[src/rtl/octdec_pkg.sv]
package octdec_pkg;

  typedef struct packed {
    logic loadIn;   // accept a top-rate sample into stage 0
    logic clrAcc;   // start of a new slot
    logic macStep;  // one tap product this cycle
    logic finish;   // round, write back, emit
  } ctrlStrobes_t;

  typedef enum logic [1:0] {
    ST_IDLE = 2'd0,
    ST_MAC  = 2'd1,
    ST_DONE = 2'd2
  } engState_t;

  // Triangular coefficient set shared by every stage
  function automatic int coefTri(input int idx, input int ntap, input int unitGain);
    int half;
    half = ntap / 2;
    return unitGain * ((idx < half) ? (idx + 1) : (ntap - idx));
  endfunction

endpackage

[src/rtl/octdec_ctrl.sv]
module octdec_ctrl
  import octdec_pkg::*;
#(
  parameter int NumStages = 11,
  parameter int NumTaps   = 16,
  localparam int StageW   = $clog2(NumStages),
  localparam int TapW     = $clog2(NumTaps),
  localparam int SlotW    = NumStages
) (
  input  logic              clk,
  input  logic              rst,
  input  logic              inValid,
  output logic              inReady,
  output ctrlStrobes_t      strobes,
  output logic [TapW-1:0]   tapIdx,
  output logic [StageW-1:0] stageSel
);

  engState_t         state;
  logic [SlotW-1:0]  slotCnt;
  logic [SlotW-1:0]  nextSlot;
  logic [StageW-1:0] nextStage;
  logic              accept;

  assign inReady  = (state == ST_IDLE);
  assign accept   = inValid && inReady;
  assign nextSlot = slotCnt + SlotW'(1);

  // ruler schedule: stage = trailing zero count of the slot number
  always_comb begin
    nextStage = '0;
    for (int i = SlotW - 1; i >= 0; i--) begin
      if (nextSlot[i]) nextStage = StageW'(i);
    end
  end

  always_ff @(posedge clk) begin
    if (rst) begin
      state    <= ST_IDLE;
      slotCnt  <= '0;
      tapIdx   <= '0;
      stageSel <= '0;
    end else begin
      case (state)
        ST_IDLE: begin
          if (accept) begin
            slotCnt <= nextSlot;
            if (|nextSlot) begin
              stageSel <= nextStage;
              tapIdx   <= '0;
              state    <= ST_MAC;
            end
          end
        end
        ST_MAC: begin
          tapIdx <= tapIdx + TapW'(1);
          if (tapIdx == TapW'(NumTaps - 1)) state <= ST_DONE;
        end
        default: state <= ST_IDLE;
      endcase
    end
  end

  always_comb begin
    strobes.loadIn  = accept;
    strobes.clrAcc  = accept;
    strobes.macStep = (state == ST_MAC);
    strobes.finish  = (state == ST_DONE);
  end

endmodule

[src/rtl/octdec_dpath.sv]
module octdec_dpath
  import octdec_pkg::*;
#(
  parameter int NumStages = 11,
  parameter int NumTaps   = 16,
  parameter int DataW     = 16,
  parameter int CoefW     = 16,
  parameter int AccW      = 40,
  parameter int FracBits  = 15,
  parameter int CoefUnit  = 455,
  localparam int StageW   = $clog2(NumStages),
  localparam int TapW     = $clog2(NumTaps),
  localparam int ProdW    = DataW + CoefW
) (
  input  logic                    clk,
  input  logic                    rst,
  input  ctrlStrobes_t            strobes,
  input  logic [TapW-1:0]         tapIdx,
  input  logic [StageW-1:0]       stageSel,
  input  logic signed [DataW-1:0] inData,
  output logic                    outValid,
  output logic [StageW-1:0]       outStage,
  output logic signed [DataW-1:0] outData
);

  localparam logic signed [AccW-1:0] SatHi     = AccW'((64'sd1 <<< (DataW - 1)) - 64'sd1);
  localparam logic signed [AccW-1:0] SatLo     = -SatHi - AccW'(1);
  localparam logic signed [AccW-1:0] RoundBias = AccW'(64'sd1 <<< (FracBits - 1));

  logic signed [DataW-1:0] histLine [NumStages][NumTaps];
  logic                    shiftEn  [NumStages];
  logic signed [DataW-1:0] shiftVal [NumStages];

  logic signed [AccW-1:0]  acc;
  logic signed [CoefW-1:0] coefVal;
  logic signed [DataW-1:0] tapSample;
  logic signed [ProdW-1:0] prod;
  logic signed [AccW-1:0]  biased;
  logic signed [AccW-1:0]  shifted;
  logic signed [DataW-1:0] satVal;

  assign coefVal   = CoefW'(coefTri(int'(tapIdx), NumTaps, CoefUnit));
  assign tapSample = histLine[stageSel][tapIdx];
  assign prod      = tapSample * coefVal;

  always_ff @(posedge clk) begin
    if (rst || strobes.clrAcc) acc <= '0;
    else if (strobes.macStep)  acc <= acc + {{(AccW - ProdW){prod[ProdW-1]}}, prod};
  end

  assign biased  = acc + RoundBias;
  assign shifted = biased >>> FracBits;

  always_comb begin
    if (shifted > SatHi)      satVal = SatHi[DataW-1:0];
    else if (shifted < SatLo) satVal = SatLo[DataW-1:0];
    else                      satVal = shifted[DataW-1:0];
  end

  // write sources: stage 0 takes the input, stage s takes stage s-1 results
  always_comb begin
    shiftEn[0]  = strobes.loadIn;
    shiftVal[0] = inData;
    for (int s = 1; s < NumStages; s++) begin
      shiftEn[s]  = strobes.finish && (stageSel == StageW'(s - 1));
      shiftVal[s] = satVal;
    end
  end

  always_ff @(posedge clk) begin
    if (rst) begin
      for (int s = 0; s < NumStages; s++)
        for (int t = 0; t < NumTaps; t++)
          histLine[s][t] <= '0;
    end else begin
      for (int s = 0; s < NumStages; s++) begin
        if (shiftEn[s]) begin
          histLine[s][0] <= shiftVal[s];
          for (int t = 1; t < NumTaps; t++) histLine[s][t] <= histLine[s][t-1];
        end
      end
    end
  end

  always_ff @(posedge clk) begin
    if (rst) begin
      outValid <= 1'b0;
      outStage <= '0;
      outData  <= '0;
    end else begin
      outValid <= strobes.finish;
      if (strobes.finish) begin
        outStage <= stageSel;
        outData  <= satVal;
      end
    end
  end

endmodule

[src/rtl/octdec_bank.sv]
module octdec_bank
  import octdec_pkg::*;
#(
  parameter int NumStages = 11,
  parameter int NumTaps   = 16,
  parameter int DataW     = 16,
  parameter int CoefW     = 16,
  parameter int AccW      = 40,
  parameter int FracBits  = 15,
  parameter int CoefUnit  = 455,
  localparam int StageW   = $clog2(NumStages),
  localparam int TapW     = $clog2(NumTaps)
) (
  input  logic                    clk,
  input  logic                    rst,
  input  logic                    inValid,
  input  logic signed [DataW-1:0] inData,
  output logic                    inReady,
  output logic                    outValid,
  output logic [StageW-1:0]       outStage,
  output logic signed [DataW-1:0] outData
);

  ctrlStrobes_t      strobes;
  logic [TapW-1:0]   tapIdx;
  logic [StageW-1:0] stageSel;

  octdec_ctrl #(.NumStages(NumStages), .NumTaps(NumTaps)) u_ctrl (
    .clk(clk), .rst(rst), .inValid(inValid), .inReady(inReady),
    .strobes(strobes), .tapIdx(tapIdx), .stageSel(stageSel)
  );

  octdec_dpath #(
    .NumStages(NumStages), .NumTaps(NumTaps), .DataW(DataW), .CoefW(CoefW),
    .AccW(AccW), .FracBits(FracBits), .CoefUnit(CoefUnit)
  ) u_dpath (
    .clk(clk), .rst(rst), .strobes(strobes), .tapIdx(tapIdx), .stageSel(stageSel),
    .inData(inData), .outValid(outValid), .outStage(outStage), .outData(outData)
  );

endmodule

[config.mk]
export PLATFORM = sky130hd
export DESIGN_NAME = octdec_bank
export DESIGN_NICKNAME = d
export VERILOG_FILES = /design/src/rtl/octdec_pkg.sv /design/src/rtl/octdec_ctrl.sv /design/src/rtl/octdec_dpath.sv /design/src/rtl/octdec_bank.sv
export SDC_FILE = /design/constraint.sdc
export NUM_CORES = 2
export LEC_CHECK = 0
export BUFFER_PORTS_ARGS = -buffer_cell sky130_fd_sc_hd__buf_4
export CORE_ASPECT_RATIO = 0.5
export CORE_MARGIN = 10
export CORE_UTILIZATION = 47
export DETAILED_ROUTE_END_ITERATION = 10
export SLEW_MARGIN = 5
export SYNTH_ARGS = -nofsm -noshare
export SYNTH_HDL_FRONTEND = slang
export SYNTH_SLANG_ARGS = --single-unit
export TNS_END_PERCENT = 100
[constraint.sdc]
create_clock -name clk -period 27.2 [get_ports clk]
set_input_delay 4.08 -clock clk [delete_from_list [all_inputs] [get_ports clk]]
set_output_delay 4.08 -clock clk [all_outputs]
set_load 0.01 [all_outputs]
==> results.md <==
* Status: completed
* Worst slew pin tran at 1.26 ns
* Post CTS Setup Buffer Count at 0
* M3 GR Usage at 5.96%
* HP Start: u_dpath.acc[11]
* PD cells at 109 mW/mm^2
* Rows at 144
* CP Data Required Time at 27.95 ns
* Post-synth top area cell: edfxtp_1
* Worst-path clk slew at 0.06 ns
* TNS Setup at 0 ns
* Slew HR at 15.5%
* Syn-to-layout area delta at 8.02%
* Setup violators final at 0
* Highest-delay cell along the critical path: dfxtp_4
* Critical Path Start Type: register
* Detailed Place HPWL at 247 mm
* Max Cap Viol at 0
* CP Max Fanout at 58
* Path depth of the worst reg2reg path at 42
* Hold Path Class: reg2reg
* Warnings, synthesis at 0
* Synth area leaders: edfxtp_1 58%, and3_1 10%, mux4_2 9.5%
* Reg2reg setup slack at 12.36 ns
* Clock sink count at 2,902
* Share of layout cells above drive strength 1 at 13.0%
* H-tree Lvls at 5
* Main flop type after synthesis: edfxtp_1
* Syn Inst Count at 10,374
* Post-Synthesis Cell Area at 0.145 mm^2
* TritonCTS clock tree: done
* WL/cell at 29.4 um
* Unrepaired setup endpoints after global routing: false
* Die Height at 413 um
* # IOs at 41
* Port Buf Inserts at 40
* Seq cells post-synth at 2,902
* R2r endpoint: u_dpath.acc[39]
* Post-layout min period at 14.84 ns
* Initial antenna violation count at 19
* CTS Buf Count at 277
* Worst setup path category: reg2reg
* Async SR Flop Fraction at 0%
* Die width at 806 um
* Commonest cells after routing, fill and taps aside: 2,816 x edfxtp_1, 2,414 x and3_1, 610 x mux4_2
* Core ar. at 0.308 mm^2
* # hold bufs at CTS at 0
* Max incr delay on CP at 0.85 ns
* EDFF count, synth at 2,816
* Fin. max-slew vios at 0
* # fillers at 25,624
* Met1 GRT Util at 38.5%
* Gr ovfl total at 0
* Commonest non-fill, non-tap cell in the layout: edfxtp_1
* Post-route ant nets at 0
* Drt total wl at 419 mm
* Most used cell, CP: fa_1
* Arrival @ worst endpoint at 15.59 ns
* Fin crit share at 54.6%
* Hold Crit Depth at 2
* First-pass GRT wire length at 617 mm
* Post-synth top area share at 58.3%
* Achievable frequency at 67.4 MHz
* Hold EP: u_dpath.acc[11]
* Setup Skew at 0.0792 ns
* DRC at 0
* Iteration-0 DRC Markers at 11,483
* CP Capture Type: register
* Post-CTS sizing at 0
* Maximum root-to-sink buffer count at 4
* Via count of the first global-routing pass at 87,787
* Gr usage total at 24.6%
* Syn Area/Cell at 14.0 um^2
* Largest net degree at the start of global routing at 231
* Die area at 0.333 mm^2
* Gpl congestion at 0.858
* Starting Density at 47.2%
* Worst VDD drop at 0.000376 V
* TritonRoute pass-1 iters at 5
* GRT Max-Usage Layer: met1
* Clock root buffer: clkbuf_16
* Routing usage on met2 at 34.4%
* Final Hold Viols at 0
* Drt via density at 6.24
* Hold WS at 0.459 ns
* Worst-Skew Late Latency at 0.90 ns
* Via count at 88,859
* Final #Nets at 10,408
* LEAKAGE at 63.2 nW
* Synth cell types at 83
* Register area share after synthesis at 59.5%
==> Yosys cell counts, drive strengths merged (31+ instances only) <==
library cell,n
and2,359
xnor2,72
inv,336
a22oi,71
clkbuf,709
dfxtp,86
a21o,37
a21oi,318
edfxtp,2816
mux2i,480
a211oi,40
nor2,495
buf,246
nor3,40
o21ai,122
ha,166
mux4,610
xor2,38
fa,266
o22ai,42
and3,2415
nand2,378
nand3,31
==> layer usage <==
layer | vias to the layer above | wire (um)
li1 | 38342 | -
met5 | - | 41
met1 | 45842 | 192000
met3 | 538 | 43600
met4 | 6 | 10200
met2 | 4131 | 174000
==> per-stage QoR <==
stage	instance area [um^2]	util (%)	cells	setup WS [ns]	power [W]
finish	157000	50.9	14247	12.36	0.0171
detailed placement	148000	48.2	13766	12.59	0.0134
global placement	148000	48.2	13766	12.71	0.0134
global route	157000	50.9	14242	11.63	0.0184
floorplan	145000	-	10377	6.50	0.0116
CTS	157000	50.9	14242	12.48	0.0172
==> worst max-delay path: cells and delay by family (launching register included) <==
family          cells  cell delay, ns
buf+inv             9            2.27
mux                 2            0.40
xor+xnor            2            0.33
flops               1            0.85
compound gates     17            5.96
simple gates        4            1.13
fa+ha+maj           8            3.63
==> worst max-delay path by stage <==
stage | startpoint | cells after the start | slack (ns) | to
after global placement | register | 41 | 12.71 | u_dpath.acc[39]
final | register | 42 | 12.36 | u_dpath.acc[39]
after detailed placement | register | 42 | 12.59 | u_dpath.acc[39]
after CTS | register | 42 | 12.48 | u_dpath.acc[39]
after floorplan | u_ctrl.state[1] | 4 | 6.50 | u_dpath.histLine[10][0]
after global routing | register | 42 | 11.63 | u_dpath.acc[39]
==> where the power goes <==
part	total, W	switching [W]	internal, W
registers	0.00522	0.000118	0.00510
logic	0.00818	0.00489	0.00329
clock network	0.00375	0.00171	0.00204
==> area by class of cell <==
type                       instances  area [um^2]  area share, %
sequential                      2902        86300           55.1
multi-input combinational       6183        53400           34.1
clock buffer                     351         7380           4.71
tap                             4088         5110           3.26
timing repair buffer             256         2230           1.43
inverter                         337         1280          0.815
clock inverter                   125          930          0.593
antenna                            5         12.5        0.00799
==> registers in the layout (all words and copies together) (netlist names), named ones only <==
register / cells
u_ctrl.state: 2
u_dpath.outData: 16
u_dpath.acc: 40
u_ctrl.stageSel: 4
u_dpath.histLine: 2816
u_ctrl.tapIdx: 4
u_ctrl.slotCnt: 11
u_dpath.outStage: 4
u_dpath.outValid: 1
==> logic make-up after synthesis <==
family,Yosys count,synth area share (%)
other,1,0.00259
DFF,2902,59.5
buffers and inverters,1292,3.90
xor gates and xnor gates,110,0.664
AOI/OAI and AO/OA,730,3.04
muxes,1098,12.9
adders and majority gates,432,5.10
and+or+nand+nor,3809,14.9
(Power assumes the default switching activity.)
